===== config.mk =====
export PLATFORM = sky130hd
export DESIGN_NAME = sysid_guard
export DESIGN_NICKNAME = d
export VERILOG_FILES = /design/src/rtl/sysid_pkg.sv /design/src/rtl/sysid_addr_dec.sv /design/src/rtl/sysid_key_fsm.sv /design/src/rtl/sysid_store.sv /design/src/rtl/sysid_guard.sv
export SDC_FILE = /design/constraint.sdc
export NUM_CORES = 1
export LEC_CHECK = 0
export BUFFER_PORTS_ARGS = -buffer_cell sky130_fd_sc_hd__clkbuf_2
export CORE_ASPECT_RATIO = 0.9
export CORE_MARGIN = 2
export CORE_UTILIZATION = 45
export CTS_CLUSTER_SIZE = 28
export DETAILED_ROUTE_END_ITERATION = 12
export GPL_ROUTABILITY_DRIVEN = 1
export PLACE_DENSITY = 0.78
export SLEW_MARGIN = 25
export SYNTH_ARGS = -nofsm -noshare
export SYNTH_HDL_FRONTEND = slang
export SYNTH_HIERARCHICAL = 1
export SYNTH_SLANG_ARGS = --single-unit
export TNS_END_PERCENT = 5

===== constraint.sdc =====
create_clock -name clk -period 2.16 [get_ports clk]
set_input_delay 0.108 -clock clk [delete_from_list [all_inputs] [get_ports clk]]
set_output_delay 0.108 -clock clk [all_outputs]
set_load 0.02 [all_outputs]

===== src/rtl/sysid_pkg.sv =====
package sysid_pkg;

  // Progress through the unlock key
  typedef enum logic [1:0] {
    KS_LOCKED = 2'd0,
    KS_GOT1   = 2'd1,
    KS_GOT2   = 2'd2,
    KS_OPEN   = 2'd3
  } key_state_t;

  localparam int unsigned LANE_W = 8;

endpackage


===== src/rtl/sysid_addr_dec.sv =====
module sysid_addr_dec #(
  parameter int unsigned          ADDR_W   = 8,
  parameter logic [ADDR_W-1:0]    PORT_OFS = 8'h48,
  parameter logic [ADDR_W-1:0]    ID_OFS   = 8'h2C
) (
  input  logic [ADDR_W-1:0] addr,
  output logic              hit_port,
  output logic              hit_id
);

  // Dword granularity: drop the two byte-offset bits
  localparam int unsigned DW_LSB = 2;

  always_comb begin
    hit_port = (addr[ADDR_W-1:DW_LSB] == PORT_OFS[ADDR_W-1:DW_LSB]);
    hit_id   = (addr[ADDR_W-1:DW_LSB] == ID_OFS[ADDR_W-1:DW_LSB]);
  end

endmodule


===== src/rtl/sysid_key_fsm.sv =====
module sysid_key_fsm
  import sysid_pkg::*;
#(
  parameter logic [LANE_W-1:0] KEY_A = 8'h53,
  parameter logic [LANE_W-1:0] KEY_B = 8'h59,
  parameter logic [LANE_W-1:0] KEY_C = 8'h4D
) (
  input  logic              clk,
  input  logic              rst,
  input  logic              en,
  input  logic              port_wr,
  input  logic              port_rd,
  input  logic              key_vld,
  input  logic [LANE_W-1:0] key_byte,
  output key_state_t        state,
  output logic              commit
);

  key_state_t nxt;
  logic       is_a;
  logic       is_b;
  logic       is_c;

  always_comb begin
    is_a = key_vld && (key_byte == KEY_A);
    is_b = key_vld && (key_byte == KEY_B);
    is_c = key_vld && (key_byte == KEY_C);
  end

  always_comb begin
    nxt    = state;
    commit = 1'b0;
    if (en) begin
      if (port_rd) begin
        nxt = KS_LOCKED;
      end else if (port_wr) begin
        unique case (state)
          KS_LOCKED: nxt = is_a ? KS_GOT1 : KS_LOCKED;
          KS_GOT1: begin
            if (is_b)      nxt = KS_GOT2;
            else if (is_a) nxt = KS_GOT1;
            else           nxt = KS_LOCKED;
          end
          KS_GOT2: begin
            if (is_c)      nxt = KS_OPEN;
            else if (is_a) nxt = KS_GOT1;
            else           nxt = KS_LOCKED;
          end
          KS_OPEN: begin
            commit = 1'b1;
            nxt    = KS_LOCKED;
          end
          default: nxt = KS_LOCKED;
        endcase
      end
    end
  end

  always_ff @(posedge clk) begin
    if (rst) state <= KS_LOCKED;
    else     state <= nxt;
  end

endmodule


===== src/rtl/sysid_store.sv =====
module sysid_store
  import sysid_pkg::*;
#(
  parameter int unsigned        DATA_W = 32,
  parameter logic [DATA_W-1:0]  ID_RST = 32'hA5A5_0001
) (
  input  logic                       clk,
  input  logic                       rst,
  input  logic                       pre_vld,
  input  logic [DATA_W-1:0]          pre_val,
  input  logic                       commit,
  input  logic [DATA_W/LANE_W-1:0]   be,
  input  logic [DATA_W-1:0]          wdata,
  output logic [DATA_W-1:0]          id_q
);

  localparam int unsigned LANES = DATA_W / LANE_W;

  for (genvar l = 0; l < LANES; l++) begin : g_lane
    always_ff @(posedge clk) begin
      if (rst)
        id_q[l*LANE_W +: LANE_W] <= ID_RST[l*LANE_W +: LANE_W];
      else if (commit && be[l])
        id_q[l*LANE_W +: LANE_W] <= wdata[l*LANE_W +: LANE_W];
      else if (pre_vld)
        id_q[l*LANE_W +: LANE_W] <= pre_val[l*LANE_W +: LANE_W];
    end
  end

endmodule


===== src/rtl/sysid_guard.sv =====
module sysid_guard
  import sysid_pkg::*;
#(
  parameter int unsigned        ADDR_W   = 8,
  parameter int unsigned        DATA_W   = 32,
  parameter logic [ADDR_W-1:0]  PORT_OFS = 8'h48,
  parameter logic [ADDR_W-1:0]  ID_OFS   = 8'h2C,
  parameter logic [DATA_W-1:0]  ID_RST   = 32'hA5A5_0001
) (
  input  logic                      clk,
  input  logic                      rst,
  input  logic                      strap_n,
  input  logic [DATA_W-1:0]         pre_val,
  input  logic                      pre_vld,
  input  logic [ADDR_W-1:0]         cfg_addr,
  input  logic [DATA_W/LANE_W-1:0]  cfg_be,
  input  logic [DATA_W-1:0]         cfg_wdata,
  input  logic                      cfg_rd,
  input  logic                      cfg_wr,
  output logic [DATA_W-1:0]         id_out,
  output logic [DATA_W-1:0]         cfg_rdata
);

  logic        en_q;
  logic        hit_port;
  logic        hit_id;
  logic        port_wr;
  logic        port_rd;
  logic        commit;
  key_state_t  st;
  logic [DATA_W-1:0] id_q;

  // Strap is captured for as long as reset is held
  always_ff @(posedge clk) begin
    if (rst) en_q <= ~strap_n;
  end

  sysid_addr_dec #(
    .ADDR_W   (ADDR_W),
    .PORT_OFS (PORT_OFS),
    .ID_OFS   (ID_OFS)
  ) u_dec (
    .addr     (cfg_addr),
    .hit_port (hit_port),
    .hit_id   (hit_id)
  );

  always_comb begin
    port_wr = cfg_wr && hit_port;
    port_rd = cfg_rd && hit_port;
  end

  sysid_key_fsm u_fsm (
    .clk      (clk),
    .rst      (rst),
    .en       (en_q),
    .port_wr  (port_wr),
    .port_rd  (port_rd),
    .key_vld  (cfg_be[0]),
    .key_byte (cfg_wdata[LANE_W-1:0]),
    .state    (st),
    .commit   (commit)
  );

  sysid_store #(
    .DATA_W (DATA_W),
    .ID_RST (ID_RST)
  ) u_store (
    .clk     (clk),
    .rst     (rst),
    .pre_vld (pre_vld),
    .pre_val (pre_val),
    .commit  (commit),
    .be      (cfg_be),
    .wdata   (cfg_wdata),
    .id_q    (id_q)
  );

  assign id_out = id_q;

  always_ff @(posedge clk) begin
    if (rst)                   cfg_rdata <= '0;
    else if (cfg_rd && hit_id) cfg_rdata <= id_q;
    else                       cfg_rdata <= '0;
  end

endmodule


Yosys cells after proc, flatten, opt, wreduce, memory -nomap -nowiden --
Cells that the tools add are included. W data, S select, Z words.
Word-level totals: logic and storage cells 53, input port bits 82, bits in registers 67, output and inout port bits 64
Cells by class: bitwise gates (word level) 2, multiplexer cells 18, reduce and logical (&&, ||, !) cells 18, equality and inequality tests 8
Operators with widths (count):
- $mux W8 | 8
- $eq A8 B7 Y1 const B | 3
- $logic_and A1 B1 Y1 | 10
- $reduce_bool A2 Y1 | 5
- $mux W2 | 4
- $pmux W2 S4 | 1
- $eq A6 B4 Y1 const B | 1
- $eq A6 B5 Y1 const B | 1
- $mux W1 | 5
- $eq A2 B2 Y1 const B | 2
- $eq A2 B1 Y1 const B | 1
- $logic_not A2 Y1 | 1
- $not A1 Y1 | 2
- $reduce_and A2 Y1 | 1
- $reduce_or A2 Y1 | 1

Longest topological paths before layout --
depth in word-level cells 7, gate-level depth with buffers 9, mapped depth without buffers 7

Modules after synthesis --
The synthesis kept the hierarchy.
Modules (own cells, without submodules):
- sysid_store | seq. area each 640.6 µm², area an instance 1599.0 µm², cells each 150, times used 1
- sysid_guard | seq. area each 670.6 µm², area an instance 1052.3 µm², cells each 77, times used 1
- sysid_key_fsm | seq. area each 40.0 µm², area an instance 175.2 µm², cells each 21, times used 1
- sysid_addr_dec | seq. area each 0.0 µm², area an instance 32.5 µm², cells each 4, times used 1

Least setup slack after synthesis --
Ideal clock, no wire load.
kind input to register, start in cfg_addr[7], end reg u_store.id_q[10], cell stages on the path 8, path buffers 1, library setup time 0.086 ns, arrival 1.779 ns, path slack 0.296 ns, required time 2.074 ns, cell sequence or3b_1 nor4b_2 and2_1 nand2_1 nor4_1 buf_2 nand2_1 a211oi_1
Between the ends: word-level cells in the longest chain between the ends 7, elaborated cells on any way between the ends 9, those cells by class eq/ne: 1; mux: 4; reduce/logical: 4
RTL lines:
- from (decl) | RTL line sysid_guard.sv:15 | input logic [ADDR_W-1:0] cfg_addr,
- $eq A6 B5 Y1 * | RTL line sysid_addr_dec.sv:15 | hit_port = (addr[ADDR_W-1:DW_LSB] == PORT_OFS[ADDR_W-1:DW_LSB]);
- named net hit_port | RTL line sysid_guard.sv:25 | logic hit_port;
- $logic_and A1 B1 Y1 * | RTL line sysid_guard.sv:49 | port_wr = cfg_wr && hit_port;
- named net port_wr | RTL line sysid_guard.sv:27 | logic port_wr;
- $mux W1 * | RTL line sysid_key_fsm.sv:36 | end else if (port_wr) begin
- $mux W1 * | RTL line sysid_key_fsm.sv:34 | if (port_rd) begin
- $mux W1 * | RTL line sysid_key_fsm.sv:33 | if (en) begin
- named net commit | RTL line sysid_guard.sv:29 | logic commit;
- $logic_and A1 B1 Y1 * | RTL line sysid_store.sv:23 | else if (commit && be[l])
- $mux W8 / $reduce_bool A2 Y1 (equally long branches)
- to (signal, indexed assignment) | RTL line sysid_store.sv:22 | id_q[l*LANE_W +: LANE_W] <= ID_RST[l*LANE_W +: LANE_W];
- to (signal, indexed assignment) | RTL line sysid_store.sv:24 | id_q[l*LANE_W +: LANE_W] <= wdata[l*LANE_W +: LANE_W];
- to (signal, indexed assignment) | RTL line sysid_store.sv:26 | id_q[l*LANE_W +: LANE_W] <= pre_val[l*LANE_W +: LANE_W];
- to (decl) | RTL line sysid_store.sv:14 | output logic [DATA_W-1:0] id_q
Mark *: on every way through the listed nets, which the timed path passes. The rest lies on a longest branch. A chain may end at the register's enable or synchronous reset.

Worst setup path after layout --
start in cfg_addr[7], end reg u_store.id_q[8]
Same word-level chain as after synthesis.

==> impl_metrics.ini <==
[drt]
post_drt_wl_per_cell_um = 15.6
ant_nets = 0
post_drt_via_cell_ratio = 5.32
routed_wl_mm = 7.51
vias = 2561
drt_pre_antenna_iters = 4
dr.first_iter.drc_count = 44
drc = 0

[logic_synthesis]
synth-xor-area-share_pct = 0
synth_area_leaders = dfxtp_1 (46%), and4b_1 (11%), mux2i_1 (11%), and3b_1 (7.0%), a211oi_1 (6.0%)
synth_edf_count = 1
synth_nets = 334
ys_top_cells_by_count = dfxtp_1 (66), and4b_1 (32), mux2i_1 (32)
synth_fa_ha_area_share_pct = 0
netlist_instances = 252
synth_flop_cell = dfxtp_1
avgSynthCellArea_um2 = 11.3
synth_top_area_cell = dfxtp_1
synth_compound_area_share_pct = 11.1
synth_top_family_by_area = simple AND/OR/NAND/NOR gates
synthMuxAreaShare_pct = 11.2
ys_types = 31
async_flop_share_pct = 0
seq_area_frac_synth_pct = 47.3
synth.most_common_cell = dfxtp_1
synth_top_area_share_pct = 46.2
syn_area_um2 = 2860
yosys.area_share.simple_pct = 24.1
ys_seq_elements = 67
synth_warnings = 6

[sta]
whs_ns = 0.0758
max_clock_freq_mhz = 546
fin_tns_setup_ns = 0
period_minus_slack_ns = 1.83
max_slew.worst_pin.slew_ns = 0.673
slew_headroom_pct = 55.1
rsz0062_at_grt = no
finalMaxSlewViolations = 0
period_share_pct = 84.7
setup_viol = 0
hold_viol = 0
finClkSkew_ns = 0.00670

[clock_network]
clock_latency_ns = 0.34
clk_pin_slew_ns = 0.07
clockRootBuffer = clkbuf_8
cts_made_buffers = 9
cts.sinks = 67
cts_tree = done
clk_path_buf_depth = 2
cts.repair.resized = 0
cts.htree.levels = 3

[floorplan]
ios = 146
die_area_um2 = 7010
floorplan.initialDensity_pct = 46.5
die_y_um = 79.6
std_cell_rows = 27
coreArea_um2 = 6150
die_x_um = 88.0

[pwr]
switchingPower_mw = 0.683
power.internal_mw = 2.13
power_frac_clock_pct = 42.8
p_sw_share_pct = 24.3
power_density_nw_per_um2 = 735
power_frac_comb_pct = 10.9
p_leak_nw = 1.99
peakVddDrop_mv = 0.450
pwr-share-seq_pct = 46.2

[cells_and_area]
drive_gt1_share_pct = 43.1
area_growth_pct = 34.0
fin_nets = 471
n_antenna_cell = 0
final_cells = 481

[global_route]
track_usage_pct = 21.3
grt-ovfl-total = 0
antenna_found_initial = 0
grt_max_degree = 37
grt_pass1_wl_mm = 11.4
grt_pass1_vias = 2293

[placement]
portBuffers = 143
routabilityCongestion = 0.737
dp_cells = 464
dp_hpwl_mm = 5.18

[setup_path]
end_kind = register
r2r_end = u_store/id_q[8]
timing.rr.start = u_fsm/state[0]
regToRegSetupSlack_ns = 0.50
cp-startpoint = cfg_addr[7]
r2r.worst_path.cells = 5
startpoint_type = input pin
path_class = in -> reg
critPathArrivalTime_ns = 2.08
path_max_fanout = 17
crit_required_ns = 2.41
cp-endpoint = u_store/id_q[8]

[run]
drv_cap = 0

[min_path]
hp-class = in -> reg

[run_status]
run_status = finished, final reports clean
==> kinds of logic after synthesis <==
family	after synthesis
AOI/OAI and AO/OA	41
buffers and inverters	28
DFF	67
muxes	32
and+or+nand+nor	84
==> stage by stage <==
stage	total power [mW]	worst slack (ns)	utilization (%)	instance area, um^2
after floorplan	1.50	0.296	-	2860
after global placement	1.63	0.105	58.3	3590
after detailed placement	1.64	-0.000585	58.3	3590
after CTS	2.84	0.361	62.3	3830
after global routing	2.93	0.151	62.3	3830
final	2.82	0.330	62.3	3830
==> layer usage <==
layer,share of wire [%],global-route usage [%],up-vias
li1,-,-,1252
met1,44,26.5,1193
met2,47,35.1,107
met3,7.6,8.27,9
met4,0.95,4.55,0
met5,0,0,-
==> registers in the layout, summed over array words and instances (netlist names) <==
signal	count
en_q	1
cfg_rdata	32
u_store/id_q	32
u_fsm/state	2
==> cell usage in the layout (no fill, tap or decap), drive strengths merged, types with 2 or more instances in the layout <==
cell,count
clkbuf,154
dfxtp,66
and4b,32
mux2i,32
and3b,23
a211oi,23
a32oi,10
nor2,9
nand2,8
buf,6
inv,4
a21oi,4
and2,2
bufinv,2
clkinv,2
nor4bb,2
==> worst max-delay path, cell delays in order <==
cell	delay (ns)
clkbuf_2	0.08
or3b_1	0.42
nor4b_2	0.27
and2_1	0.18
nand2_1	0.09
nor4_2	0.19
buf_4	0.26
nand2_1	0.21
a211oi_1	0.27
==> power groups by stage <==
stage	registers, mW	logic (mW)	clock network (mW)
2_1_floorplan	1.37	0.134	0
3_3_place_gp	1.33	0.301	0
3_5_place_dp	1.33	0.305	0
4_1_cts	1.30	0.309	1.23
5_1_grt	1.31	0.332	1.29
6_report	1.30	0.308	1.21
==> how the worst min path moves through the flow <==
stage | from | to | slack (ns) | depth (start not counted)
after floorplan | rst | u_fsm/state[0] | 0.19 | 1
after global placement | strap_n | en_q | 0.33 | 2
after detailed placement | strap_n | en_q | 0.33 | 2
after CTS | pre_val[24] | u_store/id_q[24] | 0.07 | 3
after global routing | cfg_wdata[16] | u_store/id_q[16] | 0.06 | 3
final | pre_val[24] | u_store/id_q[24] | 0.08 | 3
==> cell type report <==
type	instances	area [um^2]
Clock buffer	11	151
Clock inverter	5	85.1
Fill cell	534	2320
Inverter	4	15.0
Multi-Input combinational cell	157	1340
Sequential cell	67	1350
Tap cell	87	109
Timing Repair Buffer	150	783
==> what timing repair did <==
item,4_1_cts,5_1_grt
endpoints found under the hold margin,1,0
setup buffers,0,0
hold buffers,1,0
Note: power is estimated with default switching activity, not from simulation.
